===== src/rtl/disp_pkg.sv =====
package disp_pkg;
  localparam int ADDR_W  = 6;
  localparam int DATA_W  = 7;
  localparam int DIG_W   = 2;
  localparam int MOD_W   = ADDR_W - DIG_W;
  localparam int MAX_MOD = 1 << MOD_W;
  localparam int DEPTH   = 1 << ADDR_W;

  typedef enum logic [1:0] {
    ST_IDLE,
    ST_SETUP,
    ST_PULSE,
    ST_HOLD
  } seq_st_t;
endpackage


===== src/rtl/disp_seq.sv =====
module disp_seq
  import disp_pkg::*;
#(
  parameter int PULSE_CYC = 2
) (
  input  logic              clk,
  input  logic              rst_n,
  input  logic              req_valid,
  input  logic [ADDR_W-1:0] req_addr,
  input  logic [DATA_W-1:0] req_data,
  output logic              req_ready,
  output logic              busy,
  output logic              pulse,
  output logic [ADDR_W-1:0] addr_q,
  output logic [DATA_W-1:0] data_q
);
  localparam int CW = (PULSE_CYC > 1) ? $clog2(PULSE_CYC) : 1;

  seq_st_t       st;
  logic [CW-1:0] cnt;

  always_ff @(posedge clk or negedge rst_n) begin
    if (!rst_n) begin
      st     <= ST_IDLE;
      cnt    <= '0;
      addr_q <= '0;
      data_q <= '0;
    end else begin
      case (st)
        ST_IDLE: if (req_valid) begin
          st     <= ST_SETUP;
          addr_q <= req_addr;
          data_q <= req_data;
        end
        ST_SETUP: begin
          st  <= ST_PULSE;
          cnt <= CW'(PULSE_CYC - 1);
        end
        ST_PULSE: begin
          if (cnt == '0) st <= ST_HOLD;
          else           cnt <= cnt - 1'b1;
        end
        default: st <= ST_IDLE;
      endcase
    end
  end

  assign busy      = (st != ST_IDLE);
  assign req_ready = ~busy;
  assign pulse     = (st == ST_PULSE);
endmodule


===== src/rtl/disp_decoder.sv =====
module disp_decoder
  import disp_pkg::*;
#(
  parameter int CHARS = 64
) (
  input  logic [MOD_W-1:0]   mod_idx,
  input  logic               en_bank,
  input  logic               en_wr,
  output logic [MAX_MOD-1:0] sel_n
);
  localparam int NMOD = CHARS / (1 << DIG_W);

  for (genvar i = 0; i < MAX_MOD; i++) begin : g_out
    if (i < NMOD) begin : g_live
      assign sel_n[i] = ~(en_bank & en_wr & (mod_idx == MOD_W'(i)));
    end else begin : g_unused
      assign sel_n[i] = 1'b1;
    end
  end
endmodule


===== src/rtl/disp_shadow.sv =====
module disp_shadow
  import disp_pkg::*;
(
  input  logic              clk,
  input  logic              rst_n,
  input  logic              we,
  input  logic [ADDR_W-1:0] waddr,
  input  logic [DATA_W-1:0] wdata,
  input  logic [ADDR_W-1:0] raddr,
  output logic [DATA_W-1:0] rdata
);
  logic [DATA_W-1:0] mem [DEPTH];

  always_ff @(posedge clk or negedge rst_n) begin
    if (!rst_n) begin
      for (int i = 0; i < DEPTH; i++) mem[i] <= '0;
    end else if (we) begin
      mem[waddr] <= wdata;
    end
  end

  assign rdata = mem[raddr];
endmodule


===== src/rtl/disp_wr_if.sv =====
module disp_wr_if
  import disp_pkg::*;
#(
  parameter int CHARS     = 64,
  parameter int PULSE_CYC = 2
) (
  input  logic         clk,
  input  logic         rst_n,
  input  logic         req_valid,
  output logic         req_ready,
  input  logic [5:0]   req_addr,
  input  logic [6:0]   req_data,
  input  logic         bank_sel,
  output logic         busy,
  output logic [6:0]   disp_data,
  output logic [1:0]   disp_digit,
  output logic [15:0]  disp_wr_n,
  input  logic [5:0]   rd_addr,
  output logic [6:0]   rd_data
);
  logic              pulse;
  logic [ADDR_W-1:0] addr_q;
  logic [DATA_W-1:0] data_q;

  disp_seq #(.PULSE_CYC(PULSE_CYC)) u_seq (
    .clk       (clk),
    .rst_n     (rst_n),
    .req_valid (req_valid),
    .req_addr  (req_addr),
    .req_data  (req_data),
    .req_ready (req_ready),
    .busy      (busy),
    .pulse     (pulse),
    .addr_q    (addr_q),
    .data_q    (data_q)
  );

  disp_decoder #(.CHARS(CHARS)) u_dec (
    .mod_idx (addr_q[ADDR_W-1:DIG_W]),
    .en_bank (bank_sel),
    .en_wr   (pulse),
    .sel_n   (disp_wr_n)
  );

  disp_shadow u_shadow (
    .clk   (clk),
    .rst_n (rst_n),
    .we    (~&disp_wr_n),
    .waddr (addr_q),
    .wdata (data_q),
    .raddr (rd_addr),
    .rdata (rd_data)
  );

  assign disp_data  = data_q;
  assign disp_digit = addr_q[DIG_W-1:0];
endmodule


===== config.mk =====
export PLATFORM = sky130hd
export DESIGN_NAME = disp_wr_if
export DESIGN_NICKNAME = d
export VERILOG_FILES = /design/src/rtl/disp_pkg.sv /design/src/rtl/disp_seq.sv /design/src/rtl/disp_decoder.sv /design/src/rtl/disp_shadow.sv /design/src/rtl/disp_wr_if.sv
export SDC_FILE = /design/constraint.sdc
export NUM_CORES = 1
export LEC_CHECK = 0
export CORE_MARGIN = 1
export CORE_UTILIZATION = 55
export DETAILED_ROUTE_END_ITERATION = 12
export PLACE_DENSITY = 0.72
export REMOVE_ABC_BUFFERS = 1
export SETUP_SLACK_MARGIN = 0.3
export SYNTH_ARGS = -nofsm -noshare
export SYNTH_HDL_FRONTEND = slang
export SYNTH_HIERARCHICAL = 1
export SYNTH_SLANG_ARGS = --single-unit

===== constraint.sdc =====
create_clock -name clk -period 3.4 [get_ports clk]
set_clock_uncertainty 0.15 [all_clocks]
set_input_delay 0.34 -clock clk [delete_from_list [all_inputs] [get_ports clk]]
set_output_delay 0.34 -clock clk [all_outputs]
set_load 0.01 [all_outputs]

==> metrics.yaml <==
status: "completed"
number_of_enable_type_register_cells_in_the_synthesized_netlist: 0
area_delta_synth_final_pct: 16.51
drt_iter0_drc: 825
clock_tree.htree_level_count: 2
numCtsBuffers: 48
critical-path-slowest-cell: "sky130_fd_sc_hd__mux4_2"
detailed_place_hpwl_mm: 34.76
rsz0062_at_grt: "true"
powerDensity_nw_per_um2: 731.9
finalWirelength_mm: 52.92
final_period_demand_of_the_worst_path_ns: 3.183
finalNetCount: 1523
crit_path_start_kind: "flop"
timing.critical_path.fanout_max: 2
layout_fillers: 2810
fin_hold_ws_ns: 0.2229
via_count: 12630
largest_vdd_supply_drop_mv: 0.7276
clkLatencyLatePin_ns: 0.59
mappedNetlistArea_um2: 21500
vias_per_cell: 6.151
fp.dieH_um: 199.7
synth_async_sr_flop_share_pct: 100.0
boundaryPins: 57
synth_flop_cell: "sky130_fd_sc_hd__dfrtp_1"
crit_top_cell: "sky130_fd_sc_hd__mux4_2"
grt_start_max_net_pins: 100
die-area_um2: 39880
synth_top_area_share_pct: 54.01
hold_class: "in2reg"
cp_data_arrival_time_ns: 2.69
standard_cell_rows: 72
coreArea_um2: 38560
cp_cell_sequence: "mux4_2 -> mux4_2 -> o211ai_1 -> o311ai_2 -> buf_4 -> buf_6"
clk_pin_slew_ns: 0.06
detail_route.wl_per_cell_um: 25.77
ctsLongestPathBuffers: 3
critical_path.endpoint_type: "output pin"
most_frequent_cells_in_the_layout: "sky130_fd_sc_hd__dfrtp_1 (457), sky130_fd_sc_hd__mux2_2 (453), sky130_fd_sc_hd__mux4_2 (121), sky130_fd_sc_hd__buf_4 (92)"
grt_pass1_vias: 13350
floorplan.initialDensity_pct: 55.75
number_of_unique_standard_cell_types_used_by_synthesis: 48
max_slew_margin_pct: 44.60
drv.max_cap_violation_count: 0
criticalPathCategory: "reg2out"
route.antenna.remaining_nets: 0
root_buffer: "sky130_fd_sc_hd__clkbuf_16"
layout-drive-gt1-share_pct: 55.50
synth.area.top_cells: "sky130_fd_sc_hd__dfrtp_1 (54%), sky130_fd_sc_hd__mux2_2 (24%), sky130_fd_sc_hd__mux4_2 (13%)"
synthesis_warning_total: 6
syn_area_per_cell_um2: 15.51
final_min_period_over_clock_period_pct: 93.62
fin_ws_ns: 0.2168
synth_seq_cells: 464
tightestPinTransition_ns: 0.8310
grt_use_total_pct: 27.90
routability_driven_placement_congestion_ratio: 0.9262
synth_top_cell_by_area: "sky130_fd_sc_hd__dfrtp_1"
final-hold-violation-count: 0
first_pass_grt_wire_length_mm: 81.90
place_worst_setup_slack_ns: -0.1180
clock_tree_from_tritoncts: "built"
io_buffer_count: 56
leakagePower_nw: 11.98
timing.critical_path.buf_inv: 2
delay_of_the_slowest_critical_path_stage_ns: 0.52
most_common_cell_after_layout_fill_and_taps_aside: "sky130_fd_sc_hd__dfrtp_1"
post_synth_inst_count: 1386
grt_residual_overflow: 0
design_power_total_mw: 18.33
synth_seq_area_share_pct: 54.01
die_w_um: 199.7
grt_antenna_before_repair: 2
timing.critical_path.required_ns: 2.91
fmax_mhz: 314.2
route.detailed.drc: 0
timing.final.max_slew_violations: 0
timing.critical_path.max_delay_family: "multiplexers"
detailed_routing_iteration_count_for_the_pre_antenna_repair_pass: 6
timing.final.setup_violations: 0
clkSinkCount: 464
==> repair_timing <==
item | CTS | global route
endpoints found under the setup margin | 363 | 349
hold buffers | 1 | 0
gates resized for setup | 56 | 24
endpoints found under the hold margin | 87 | 0
buffers inserted | 2 | 1
gates cloned | 0 | 1
pin swaps | 8 | 4
==> kinds of logic (layout without fill, tap and decap cells) <==
| logic type | after synthesis | after routing | share of synthesized area, % |
|---|---|---|---|
| compound gates | 39 | 39 | 1.281 |
| fa+ha+maj | 3 | 3 | 0.1746 |
| buf+inv | 108 | 257 | 2.363 |
| flops | 464 | 464 | 54.01 |
| mux | 610 | 610 | 38.32 |
| other cells | 0 | 1 | 0 |
| simple gates | 162 | 162 | 3.853 |
==> area by class of cell <==
| cell class | count | area, um^2 | area share [%] |
|---|---|---|---|
| clock buffers | 72 | 1473 | 5.880 |
| multi-input cells | 814 | 9558 | 38.16 |
| repair buffers | 162 | 1530 | 6.110 |
| diodes | 1 | 2.502 | 0.009991 |
| clock inverters | 16 | 187.7 | 0.7494 |
| inverters | 7 | 26.28 | 0.1049 |
| well taps | 518 | 648.1 | 2.588 |
| flip-flops and latches | 464 | 11620 | 46.40 |
==> worst paths after layout <==
check | end | start | depth (start not counted) | slack [ns]
setup / recovery | rd_data[6] | u_shadow/mem[62] | 6 | 0.22
min in group asynchronous | u_shadow/mem[406] | rst_n | 2 | 0.27
hold / removal | u_seq/data_q[5] | req_data[5] | 2 | 0.22
hold reg to reg | u_shadow/mem[344] | u_shadow/mem[344] | 1 | 0.35
setup reg to reg | u_shadow/mem[159] | u_seq/st[1] | 10 | 0.40
max in group asynchronous | u_seq/data_q[3] | rst_n | 3 | 1.93
==> where the power goes <==
group / leakage, nW / switching [mW] / total (mW) / internal (mW)
clock: 0.832 / 2.19 / 5.48 / 3.29
sequential: 6.36 / 0.997 / 7.98 / 6.98
combinational: 4.78 / 2.44 / 4.87 / 2.43
==> Yosys cell counts (5+ instances only) <==
cell / number
sky130_fd_sc_hd__mux4_2: 121
sky130_fd_sc_hd__dfrtp_1: 464
sky130_fd_sc_hd__buf_2: 13
sky130_fd_sc_hd__mux2_4: 10
sky130_fd_sc_hd__nor2_2: 21
sky130_fd_sc_hd__clkbuf_1: 62
sky130_fd_sc_hd__nand3_1: 16
sky130_fd_sc_hd__nand2_1: 62
sky130_fd_sc_hd__nand2b_1: 7
sky130_fd_sc_hd__inv_1: 7
sky130_fd_sc_hd__nor2_1: 24
sky130_fd_sc_hd__mux2_2: 453
sky130_fd_sc_hd__buf_4: 15
sky130_fd_sc_hd__buf_1: 7
sky130_fd_sc_hd__nand4_1: 5
sky130_fd_sc_hd__a21oi_1: 6
sky130_fd_sc_hd__a22oi_1: 7
sky130_fd_sc_hd__o211ai_1: 8
sky130_fd_sc_hd__mux2i_1: 26
==> routing by layer <==
| layer | up-vias | part of all wire, % | track usage (%) |
|---|---|---|---|
| li1 | 5390 | - | - |
| met5 | - | 0 | 0 |
| met3 | 86 | 5.2 | 4.236 |
| met4 | 0 | 2.8 | 9.584 |
| met2 | 335 | 48 | 44.26 |
| met1 | 6823 | 44 | 39.63 |
==> sequential cells by signal, summed over array words and instances (netlist names) <==
signal	cells
u_shadow/mem	448
u_seq/data_q	7
u_seq/addr_q	6
u_seq/st	2
u_seq/cnt	1
==> stage by stage <==
stage / std cells / setup TNS [ns] / cell area (um^2) / utilization [%]
floorplan: 1285 / 0 / 21020 / -
global placement: 1960 / -0.09525 / 23130 / 59.98
detailed placement: 1960 / -0.1180 / 23130 / 59.98
CTS: 2051 / 0 / 24960 / 64.73
global route: 2053 / 0 / 25040 / 64.95
finish: 2054 / 0 / 25050 / 64.96
No activity file was read; power rests on OpenSTA's default activity.
